[src/rtl/ftt_pkg.sv]
package ftt_pkg;

  // Rounded table entry: (K(idx) * (2*rem+1)^deg) scaled down by 2^shift
  function automatic longint term_entry(longint idx, longint rem, longint base,
                                        longint step, int deg, int shift);
    longint c;
    longint p;
    longint v;
    c = 2 * rem + 1;
    p = 1;
    for (int i = 0; i < deg; i++) p = p * c;
    v = (base + step * idx) * p;
    if (shift > 0) v = (v + (longint'(1) << (shift - 1))) >>> shift;
    return v;
  endfunction

endpackage

[src/rtl/ftt_fold.sv]
module ftt_fold #(
  parameter int OFF_K = 3
) (
  input  logic [OFF_K-1:0] off_i,
  output logic             half_o,
  output logic [OFF_K-2:0] fold_o
);
  assign half_o = off_i[OFF_K-1];

  // mirror row: lower half reads the upper-half entry
  for (genvar b = 0; b < OFF_K - 1; b++) begin : g_xor
    assign fold_o[b] = off_i[b] ^ ~half_o;
  end
endmodule

[src/rtl/ftt_rom.sv]
module ftt_rom #(
  parameter int     IDX_K     = 3,
  parameter int     OFF_K     = 3,
  parameter int     OUT_W     = 16,
  parameter int     DEG       = 3,
  parameter longint COEF_BASE = 40,
  parameter longint COEF_STEP = 9,
  parameter int     SHIFT     = 2,
  localparam int    AW        = IDX_K + OFF_K - 1,
  localparam int    DEPTH     = 1 << AW
) (
  input  logic [AW-1:0]    addr_i,
  output logic [OUT_W-1:0] data_o
);
  logic [OUT_W-1:0] tbl [DEPTH];

  for (genvar e = 0; e < DEPTH; e++) begin : g_ent
    localparam longint IDX = longint'(e >> (OFF_K - 1));
    localparam longint REM = longint'(e % (1 << (OFF_K - 1)));
    assign tbl[e] = OUT_W'(ftt_pkg::term_entry(IDX, REM, COEF_BASE, COEF_STEP,
                                               DEG, SHIFT));
  end

  assign data_o = tbl[addr_i];
endmodule

[src/rtl/ftt_sign.sv]
module ftt_sign #(
  parameter int OUT_W = 16,
  parameter int DEG   = 3
) (
  input  logic [OUT_W-1:0] data_i,
  input  logic             half_i,
  output logic [OUT_W-1:0] term_o
);
  if (DEG % 2 == 1) begin : g_odd
    // ones' complement restores the sign of the lower half
    for (genvar b = 0; b < OUT_W; b++) begin : g_xor
      assign term_o[b] = data_i[b] ^ ~half_i;
    end
  end else begin : g_even
    logic unused_half;
    assign unused_half = half_i;
    assign term_o = data_i;
  end
endmodule

[src/rtl/folded_term_table.sv]
module folded_term_table #(
  parameter int     W_IN      = 8,
  parameter int     IDX_W     = 4,
  parameter int     IDX_K     = 3,
  parameter int     OFF_K     = 3,
  parameter int     OUT_W     = 16,
  parameter int     DEG       = 3,
  parameter longint COEF_BASE = 40,
  parameter longint COEF_STEP = 9,
  parameter int     SHIFT     = 2,
  parameter bit     REG_OUT   = 1'b0,
  localparam int    OFF_W     = W_IN - IDX_W,
  localparam int    AW        = IDX_K + OFF_K - 1
) (
  input  logic             clk_i,
  input  logic             rst_ni,
  input  logic [W_IN-1:0]  x_i,
  output logic [OUT_W-1:0] term_o
);
  logic [IDX_K-1:0] idx_k;
  logic [OFF_K-1:0] off_k;
  logic             half;
  logic [OFF_K-2:0] fold;
  logic [OUT_W-1:0] entry;
  logic [OUT_W-1:0] term_d;

  assign idx_k = x_i[W_IN-1 -: IDX_K];
  assign off_k = x_i[OFF_W-1 -: OFF_K];

  ftt_fold #(.OFF_K(OFF_K)) u_fold (
    .off_i (off_k),
    .half_o(half),
    .fold_o(fold)
  );

  ftt_rom #(
    .IDX_K(IDX_K), .OFF_K(OFF_K), .OUT_W(OUT_W), .DEG(DEG),
    .COEF_BASE(COEF_BASE), .COEF_STEP(COEF_STEP), .SHIFT(SHIFT)
  ) u_rom (
    .addr_i({idx_k, fold}),
    .data_o(entry)
  );

  ftt_sign #(.OUT_W(OUT_W), .DEG(DEG)) u_sign (
    .data_i(entry),
    .half_i(half),
    .term_o(term_d)
  );

  if (REG_OUT) begin : g_reg
    always_ff @(posedge clk_i or negedge rst_ni) begin
      if (!rst_ni) term_o <= '0;
      else         term_o <= term_d;
    end
  end else begin : g_comb
    logic unused_clk;
    assign unused_clk = clk_i ^ rst_ni;
    assign term_o = term_d;
  end

  // truncated address bits are dropped on purpose
  logic unused_x;
  assign unused_x = ^x_i;
endmodule

[config.mk]
export PLATFORM = sky130hd
export DESIGN_NAME = folded_term_table
export DESIGN_NICKNAME = d
export VERILOG_FILES = /design/src/rtl/ftt_pkg.sv /design/src/rtl/ftt_fold.sv /design/src/rtl/ftt_rom.sv /design/src/rtl/ftt_sign.sv /design/src/rtl/folded_term_table.sv
export SDC_FILE = /design/constraint.sdc
export NUM_CORES = 1
export LEC_CHECK = 0
export BUFFER_PORTS_ARGS = -buffer_cell sky130_fd_sc_hd__clkbuf_2
export CORE_MARGIN = 8
export CORE_UTILIZATION = 55
export DETAILED_ROUTE_END_ITERATION = 12
export PLACE_DENSITY = 0.83
export SYNTH_ARGS = -nofsm -noshare
export SYNTH_HDL_FRONTEND = slang
export SYNTH_HIERARCHICAL = 1
export SYNTH_SLANG_ARGS = --single-unit
[constraint.sdc]
create_clock -name vclk -period 4.6
set_clock_uncertainty 0.15 [all_clocks]
set_input_delay 0.92 -clock vclk [all_inputs]
set_output_delay 0.92 -clock vclk [all_outputs]
set_load 0.005 [all_outputs]
# After elaboration in Yosys (flattened, before gate mapping)

Memories as Yosys holds them, arrays and structs flattened.
Index checks and enable logic that the tools add are counted.
W data, S select, Z words.

Flip-flop bits (word level): 0
Output and inout bits: 16
Bits of input ports: 10
Bits in read-only memories: 512
Memories kept: 1
Word-level logic and storage cells: 24

Memories:

| name             | depth | bits a word | rd ports | clocked after Yosys merged registers in | wr ports | RTL line      | RTL |
|---|---|---|---|---|---|---|---|
| (name not given) | 32    | 16          | 1        | 0                                       | 0        | ftt_rom.sv:24 | `assign data_o = tbl[addr_i];` |

Muxes and demuxes: 2
Bitwise logic cells: 20
Order comparisons: 1

Operators by type and width:

| cell                 | count |
|---|---|
| $mux W16             | 2 |
| $xor A1 B1 Y1        | 18 |
| $ge A6 B6 Y1 const B | 1 |
| $not A5 Y6           | 1 |
| $not A1 Y1           | 1 |

# Logic depth before layout (Yosys ltp)

Gate-level depths: netlist of run 1.

Depth in word-level cells: 7
Gate-level depth with buffers: 8
Gate-level depth less buffers: 7

# By module

The synthesis of run 1 kept the hierarchy.

By module, submodules not included:

| module   | area each (µm²) | instances | seq. area each (µm²) | cells each |
|---|---|---|---|---|
| ftt_rom  | 760.7           | 1         | 0.0                  | 100 |
| ftt_sign | 171.4           | 1         | 0.0                  | 18 |
| ftt_fold | 25.0            | 1         | 0.0                  | 3 |

# Least setup slack after synthesis of run 1

Ideal clock, no wire load.

Path kind: input -> output
Start: in x_i[3]
End: out term_o[2]
Stages on the path: 7
Data arrival time: 2.883 ns
Path slack: 0.647 ns
Path buffers: 1
Required time: 3.530 ns
Cell sequence: xnor2_1 > buf_2 > inv_1 > ha_1 > mux4_2 > mux2_4 > xnor2_1

Word-level cells in the longest chain between the ends: 7
Elaborated cells between the ends (all ways): 8
Classes of those cells: 2 x mux; 5 x bitwise; 1 x memory

RTL lines:

| what                                           | RTL line                | RTL |
|---|---|---|
| from (decl)                                    | folded_term_table.sv:17 | `input logic [W_IN-1:0] x_i,` |
| $not A1 Y1 *                                   | ftt_fold.sv:12          | `assign fold_o[b] = off_i[b] ^ ~half_o;` |
| $xor A1 B1 Y1                                  | ftt_fold.sv:12          |  |
| $not A5 Y6 (implied by the code) *             | ftt_rom.sv:24           |  |
| $mem_v2 Z32 W16 *                              | --                      |  |
| $mux W16 (implied by the code) * (2 in series) | ftt_rom.sv:24           |  |
| named net entry[2]                             | folded_term_table.sv:24 | `logic [OUT_W-1:0] entry;` |
| $xor A1 B1 Y1 *                                | ftt_sign.sv:12          | `assign term_o[b] = data_i[b] ^ ~half_i;` |
| to (decl)                                      | folded_term_table.sv:18 | `output logic [OUT_W-1:0] term_o` |

Mark *: on every way through the listed nets, which the timed path passes. The rest lies on a longest branch. The select of a mux whose other input is x is not followed.

# Worst setup path in the final report of run 1

Start: in x_i[3]
End: out term_o[2]

Word-level cells in the longest chain between the ends: 7
Elaborated cells between the ends (all ways): 8
Classes of those cells: 2 x mux; 5 x bitwise; 1 x memory

RTL lines:

| what                                         | RTL line                | RTL |
|---|---|---|
| $not A1 Y1                                   | ftt_fold.sv:12          |  |
| $xor A1 B1 Y1                                | ftt_fold.sv:12          |  |
| named net fold[0]                            | folded_term_table.sv:23 | `logic [OFF_K-2:0] fold;` |
| $not A5 Y6 (implied by the code)             | ftt_rom.sv:24           |  |
| $mem_v2 Z32 W16                              | --                      |  |
| $mux W16 (implied by the code) (2 in series) | ftt_rom.sv:24           |  |
| named net entry[2]                           | folded_term_table.sv:24 |  |
| $xor A1 B1 Y1                                | ftt_sign.sv:12          |  |

The timed path passes the listed nets, and every way through them passes these cells. The select of a mux whose other input is x is not followed.

==> flow_metrics.tcl, run 1 <==
set metrics [dict create \
    hpwl_um 1490 \
    power.density_nw_per_um2 157 \
    maxCapViolCount 0 \
    synth_top_family_by_area "compound AO/OA/AOI/OAI gates" \
    place_area_sq_um 992 \
    grt_antenna_before_repair 0 \
    drtAntennaViolNets 0 \
    cts_hold_repair.buffers 0 \
    synth_simple_gate_area_frac 0.157 \
    worst_setup_path_start_kind "input pin" \
    use_met1 0.154 \
    ir_drop_mv 0.0990 \
    pin_count 26 \
    slew_headroom 0.575 \
    dr.pass1.iters 4 \
    top_usage_layer "met2" \
    synth_xor_area_frac 0.192 \
    rsz0062_at_grt "no" \
    status "finished clean" \
    nClkBuffers 0 \
    grt_max_degree 32 \
    drt_iter0_drc 18 \
    die_area_sq_um 3330 \
    synthCells 121 \
    synth.mux.area_fraction 0.153 \
    grt_use_total 0.116 \
    ys.warnings.count 6 \
    worstSetupPathType "input pin to primary output" \
    grt_use_met2 0.211 \
    area_growth_pct 3.66 \
    routed_wirelength_um 2070 \
    drv_slew 0 \
    cp-end-kind "primary output" \
    netlist_area_sq_um 957 \
    max_freq_mhz 254 \
    crit_required_ns 3.53 \
    routed-via-count 865 \
    start_util 0.567 \
    die_y_um 57.7 \
    synth_cell_types 40 \
    grt_pass1_vias 757 \
    die_w_um 57.7 \
    crit_arrival_ns 2.86 \
    num_antenna_cells 0 \
    grt_pass1_wl_um 3380 \
    gp_congestion 0.843 \
    regArea_sq_um 0 \
    power_leakage_nw 0.448 \
    num-nets-final 153 \
    yosysSeqAreaShare 0 \
    synth_compound_area_frac 0.212 \
    hold_viol_final 0 \
    min_period_ns 3.93 \
    overflow 0 \
    rows 15 \
    cp_max_fo 6 \
    drc 0 \
    setup_violations 0 \
    layout_setup_ws_ns 0.670 \
    design.core.area_sq_um 1690 \
    post_drt_wl_per_cell_um 14.0 \
    final_layout_size_suffix_gt1_frac 0.244 \
    cts.repair.resized 0 \
    vias_per_cell 5.84 \
    globalRouteMet3Util 0.00442 \
    dp_slack_ns 0.667 \
    synthAdderAreaFrac 0.131 \
    portBuffers 22 \
    worst_pin_slew_ns 0.638 \
    hold_class "input pin to primary output" \
    power.total_w 0.000156 \
    cts_setup_buffers 0 \
    final.setup.tns_ns 0 \
    final_area_sq_um 992 \
    fin_crit_sh 0.854 \
    nFlopsAndLatches 0 \
    syn_area_per_cell_sq_um 7.91 \
]
==> per-stage QoR <==
stage                     cells  utilization  hold slack, ns
after floorplan             122            -            1.98
after global placement      148        0.587            2.07
after detailed placement    148        0.587            2.07
after CTS                   148        0.587            2.08
after global routing        148        0.587            2.10
final                       148        0.587            2.07
==> worst max-delay path, stage by stage <==
cell and delay (ns):
clkbuf_2 0.16, xnor2_1 0.23, inv_1 0.12, ha_1 0.41, mux4_2 0.49, mux2_4 0.27, xnor2_1 0.13, clkbuf_2 0.13
==> Yosys cell counts (all sizes together) (4+ instances only) <==
master	count	share of area
mux2i	6	0.063
buf	16	0.13
xnor2	20	0.18
a21oi	8	0.042
o21ai	5	0.026
nand2	7	0.027
o221ai	5	0.046
nor3	4	0.021
inv	5	0.020
ha	10	0.13
==> layout make-up <==
type / count / area (sq um)
fillers: 158 / 697
repair buffers: 25 / 133
multi-input cells: 100 / 816
well taps: 17 / 21.3
inverters: 6 / 22.5
==> placed cells by master, fill, tap and decap left out, types with 2 or more instances in the layout <==
cell	n
nor3b_1	2
nand2b_1	3
buf_4	3
mux4_2	2
ha_1	10
inv_1	4
o221ai_1	5
a21oi_1	8
o21ai_0	5
nor3_1	4
nor2_1	3
mux2_4	2
o22ai_1	3
conb_1	2
mux2i_1	6
nand2_1	7
xnor2_1	20
clkbuf_2	22
==> where the power goes <==
group          leakage (nW)  switching, W  internal [W]
clock network             0             0             0
registers                 0             0             0
logic                 0.448     0.0000795     0.0000767
total                 0.448     0.0000795     0.0000767
==> logic make-up (layout without fill, tap and decap cells) <==
| logic type | Yosys count | after routing |
|---|---|---|
| multiplexers | 11 | 11 |
| XOR/XNOR | 21 | 21 |
| buffers and inverters | 22 | 31 |
| adder cells (fa/ha/maj) | 10 | 10 |
| AND/OR/NAND/NOR | 27 | 27 |
| other | 1 | 2 |
| AO/OA/AOI/OAI | 29 | 29 |
==> metal layers <==
layer,share of wire,vias up
met1,0.47,402
met5,0,-
met2,0.50,22
met3,0.030,0
met4,0,0
li1,-,441
==> worst paths after layout <==
path                  startpoint   endpoint  depth (start not counted)
worst max-delay path      x_i[3]  term_o[2]                          8
worst min-delay path      x_i[3]  term_o[9]                          3
Note: power is estimated with default switching activity, not from simulation.
==> inputs of run 2 (changes only) <==
--- a/config.mk
+++ b/config.mk
@@ -5,11 +5,13 @@
 export SDC_FILE = /design/constraint.sdc
 export NUM_CORES = 1
 export LEC_CHECK = 0
+export ABC_AREA = 1
 export BUFFER_PORTS_ARGS = -buffer_cell sky130_fd_sc_hd__clkbuf_2
 export CORE_MARGIN = 8
 export CORE_UTILIZATION = 55
 export DETAILED_ROUTE_END_ITERATION = 12
-export PLACE_DENSITY = 0.83
+export PLACE_DENSITY = 0.82
+export RECOVER_POWER = 50
 export SYNTH_ARGS = -nofsm -noshare
 export SYNTH_HDL_FRONTEND = slang
 export SYNTH_HIERARCHICAL = 1
==> run 2 against run 1 <==
Compared with the run above:
- hold slack gained 0.13 ns
- non-clock buffer count shrank 3
- count of clock-buffer cells in the layout is the same
- first-iteration DRC count grew 120%
- worst setup slack lost 0.018 ns
- via count grew 44%
- synthesized cell count grew 83%
- area after synthesis grew 9.3%
- combinational power shrank 22%
==> flow_metrics.tcl, run 2 <==
set metrics [dict create \
    status "finished clean" \
    yosysMostFrequentCell "nand2_1" \
    drv_slew 0 \
    design.core.area_sq_um 1760 \
    syn_area_per_cell_sq_um 4.73 \
    final_area_sq_um 1100 \
    grt_max_degree 21 \
    routed_wirelength_um 2400 \
    cpPeakStageDelay_ns 0.37 \
    crit_slowest_cell "ha_1" \
    rsz0062_at_grt "no" \
    die_w_um 59.6 \
    nFlopsAndLatches 0 \
    post_drt_wl_per_cell_um 9.27 \
    power.total_w 0.000121 \
    finalNonFillerCells 259 \
    area_growth_pct 4.90 \
    drc 0 \
    cts_hold_repair.buffers 0 \
    ys.warnings.count 6 \
    yosys-top-cells-area "nand2_1, ha_1, inv_1" \
    drtAntennaViolNets 0 \
    cp-end-kind "primary output" \
    cts.repair.resized 0 \
    ir_drop_mv 0.0575 \
    hold_viol_final 0 \
    hold_class "input pin to primary output" \
    vias_per_cell 4.81 \
    cts_setup_buffers 0 \
    die_y_um 59.6 \
    cpMostUsedCell "nand2_1" \
    netlist_area_sq_um 1050 \
    worst_setup_path_start_kind "input pin" \
    num_antenna_cells 0 \
    grt_use_total 0.135 \
    synthTopCellsByCount "nand2_1, inv_1, nand3_1, nor2_1, ha_1" \
    yosysSeqAreaShare 0 \
    power.density_nw_per_um2 111 \
    maxCapViolCount 0 \
    rows 15 \
    min_period_ns 3.95 \
    synth.top_cell.area_share 0.431 \
    grt_antenna_before_repair 0 \
    hpwl_um 1970 \
    setup_violations 0 \
    gp_congestion 0.937 \
    final.setup.tns_ns 0 \
    layout_setup_ws_ns 0.653 \
    overflow 0 \
    fin_crit_sh 0.858 \
    die_area_sq_um 3550 \
    power_leakage_nw 0.746 \
    cp_max_fo 20 \
    final_layout_size_suffix_gt1_frac 0.137 \
    final_cell_mix "nand2_1, inv_1, clkbuf_2" \
    start_util 0.593 \
    routed-via-count 1247 \
    final_common_cell "nand2_1" \
    synth_cell_types 21 \
    yosys.area.top_type "nand2_1" \
    synthCells 221 \
    worstSetupPathType "input pin to primary output" \
    grt_pass1_wl_um 4100 \
    portBuffers 22 \
    dp_slack_ns 0.606 \
    nClkBuffers 0 \
    dp_cells 259 \
    num-nets-final 256 \
    dr.pass1.iters 4 \
    crit_arrival_ns 2.88 \
    crit_required_ns 3.53 \
    max_freq_mhz 253 \
    pin_count 26 \
    path_cells "clkbuf_2 -> inv_1 -> nand2_1 -> nand2_1 -> inv_1 -> ha_1 -> nand2_1 -> nand3_1 -> nand2_1 -> nor2_1 -> inv_1 -> nand2_1 -> nand2_1 -> clkbuf_2" \
    regArea_sq_um 0 \
    grt_pass1_vias 989 \
    drt_iter0_drc 40 \
    place_area_sq_um 1100 \
]
[run 2: critical path: cells and delay by family]
kind                       cells  cell delay [ns]
and+or+nand+nor                8             0.82
buffers and inverters          5             0.76
adders and majority gates      1             0.37
[run 2: layout make-up]
class / count / area (sq um)
well taps: 25 / 31.3
fillers: 212 / 667
inverters: 36 / 136
repair buffers: 22 / 110
multi-input cells: 176 / 820
[run 2: logic make-up (layout without fill, tap and decap cells)]
logic type | count (synthesis) | after routing | share of synthesized area
adder cells (fa/ha/maj) | 10 | 10 | 0.120
AND/OR/NAND/NOR | 158 | 158 | 0.621
other | 1 | 2 | 0.00359
buffers and inverters | 46 | 58 | 0.220
AO/OA/AOI/OAI | 6 | 6 | 0.0359
[run 2: power by group]
group | switching (W) | internal, W | total (W)
Clock | 0 | 0 | 0
Sequential | 0 | 0 | 0
Combinational | 0.0000772 | 0.0000441 | 0.000121
Total | 0.0000772 | 0.0000441 | 0.000121
[run 2: path summary, 6_finish.rpt]
| kind | cells past startpoint | endpoint | start | slack [ns] |
|---|---|---|---|---|
| worst max-delay path | 14 | term_o[2] | x_i[3] | 0.65 |
| worst min-delay path | 4 | term_o[4] | x_i[3] | 2.20 |
[run 2: stage by stage]
stage                     utilization  hold WS, ns
after global routing            0.622         2.25
final                           0.622         2.20
after floorplan                     -         2.00
after CTS                       0.624         2.24
after detailed placement        0.624         2.24
after global placement          0.624         2.24
[run 2: routing by layer]
layer	vias to the layer above	global-route usage	part of all wire
li1	681	-	-
met2	42	0.248	0.47
met3	2	0.00434	0.070
met4	0	0.0102	0.0033
met5	-	0	0
met1	522	0.173	0.46
==> inputs of run 3 (changes only) <==
--- a/config.mk
+++ b/config.mk
@@ -12,6 +12,7 @@
 export DETAILED_ROUTE_END_ITERATION = 12
 export PLACE_DENSITY = 0.82
 export RECOVER_POWER = 50
+export REMOVE_ABC_BUFFERS = 1
 export SYNTH_ARGS = -nofsm -noshare
 export SYNTH_HDL_FRONTEND = slang
 export SYNTH_HIERARCHICAL = 1
==> constraint.sdc (replaced) <==
create_clock -name vclk -period 4.6
set_clock_uncertainty 0.15 [all_clocks]
set_input_delay 0.92 -clock vclk [all_inputs]
set_output_delay 0.92 -clock vclk [all_outputs]
set_load 0.05 [all_outputs]
==> run 3 against run 2 <==
Compared with the run above:
- sequential share of layout area is the same
- critical path depth is the same
- final area grew 0.68%
- global-route usage grew 0.31 points
- wire length grew 0.96%
- fmax shrank 1.9%
- via count shrank 2.7%
- non-clock buffer count grew 2
- die area is the same
- utilization grew 0.43 points
- critical path type unchanged
- largest cell class unchanged
==> flow_metrics.tcl, run 3 (synthesis gave the netlist of run 2 again) <==
set metrics [dict create \
    status "finished clean" \
    cp-end-kind "primary output" \
    grt_use_total 0.138 \
    worst_setup_path_start_kind "input pin" \
    rsz0062_at_grt "no" \
    die_w_um 59.6 \
    min_period_ns 4.02 \
    layout_setup_ws_ns 0.575 \
    fillers 210 \
    cp_max_fo 20 \
    use_met1 0.187 \
    pin_count 26 \
    crit_arrival_ns 2.95 \
    final_layout_size_suffix_gt1_frac 0.119 \
    routed-via-count 1213 \
    portBuffers 22 \
    final_util 0.626 \
    area_growth_pct 5.62 \
    nFlopsAndLatches 0 \
    grt_pass1_wl_um 4170 \
    dp_cells 261 \
    post_drt_wl_per_cell_um 9.29 \
    grt_antenna_before_repair 0 \
    globalRouteMet3Util 0 \
    drv_slew 0 \
    routed_wirelength_um 2430 \
    top_usage_layer "met2" \
    nClkBuffers 0 \
    hold_class "input pin to primary output" \
    hold_viol_final 0 \
    dr.pass1.iters 4 \
    cts.repair.resized 0 \
    finalNonFillerCells 261 \
    design.core.area_sq_um 1760 \
    die_area_sq_um 3550 \
    final_area_sq_um 1100 \
    hpwl_um 1930 \
    gp_congestion 0.899 \
    final_cell_mix "nand2_1, inv_1, nand3_1" \
    dp_slack_ns 0.614 \
    grt_max_degree 21 \
    regArea_sq_um 0 \
    final_common_cell "nand2_1" \
    grt_pass1_vias 993 \
    drt_iter0_drc 54 \
    vias_per_cell 4.65 \
    ir_drop_mv 0.0967 \
    drc 0 \
    grt_use_met2 0.248 \
    crit_required_ns 3.53 \
    slew_headroom 0.602 \
    setup_violations 0 \
    fin_crit_sh 0.875 \
    power.density_nw_per_um2 162 \
    max_freq_mhz 248 \
    rows 15 \
    multiInputGateArea_sq_um 820 \
    die_y_um 59.6 \
    cts_hold_repair.buffers 0 \
    num_antenna_cells 0 \
    worstSetupPathType "input pin to primary output" \
    place_area_sq_um 1120 \
    worst_pin_slew_ns 0.600 \
    maxCapViolCount 0 \
    power_leakage_nw 0.738 \
    num-nets-final 258 \
    final.setup.tns_ns 0 \
    cts_setup_buffers 0 \
    start_util 0.593 \
    drtAntennaViolNets 0 \
    overflow 0 \
]
## run 3: report_power, final
group	switching [W]	internal (W)
Clock	0	0
Sequential	0	0
Combinational	0.000135	0.0000445
## run 3: cell type report
cell class,instances,area share
inverters,36,0.123
multi-input cells,176,0.742
well taps,25,0.0283
repair buffers,24,0.106
## run 3: critical path, stage by stage
cell and delay, ns:
clkbuf_2 0.32, inv_1 0.10, nand2_1 0.07, nand2_1 0.06, buf_4 0.17, ha_1 0.24, nand2_1 0.17, inv_1 0.08
nand2_1 0.07, nand4_1 0.11, inv_1 0.07, nand2_1 0.05, nand2_1 0.07, clkbuf_1 0.47
## run 3: final timing paths
path | startpoint | to | slack, ns | cells after the start
hold / removal | x_i[3] | term_o[0] | 2.33 | 4
setup / recovery | x_i[3] | term_o[11] | 0.58 | 14
## run 3: metal layers
layer | routed length [um] | part of all wire | vias up
li1 | - | - | 682
met1 | 1190 | 0.49 | 507
met2 | 1130 | 0.47 | 24
met3 | 99 | 0.041 | 0
met4 | 0 | 0 | 0
met5 | 0 | 0 | -
## run 3: stage by stage
stage          hold WS [ns]  total power, W
3_3_place_gp           2.38        0.000180
5_1_grt                2.40        0.000200
3_5_place_dp           2.39        0.000182
4_1_cts                2.39        0.000182
2_1_floorplan          2.01        0.000139
6_report               2.33        0.000179
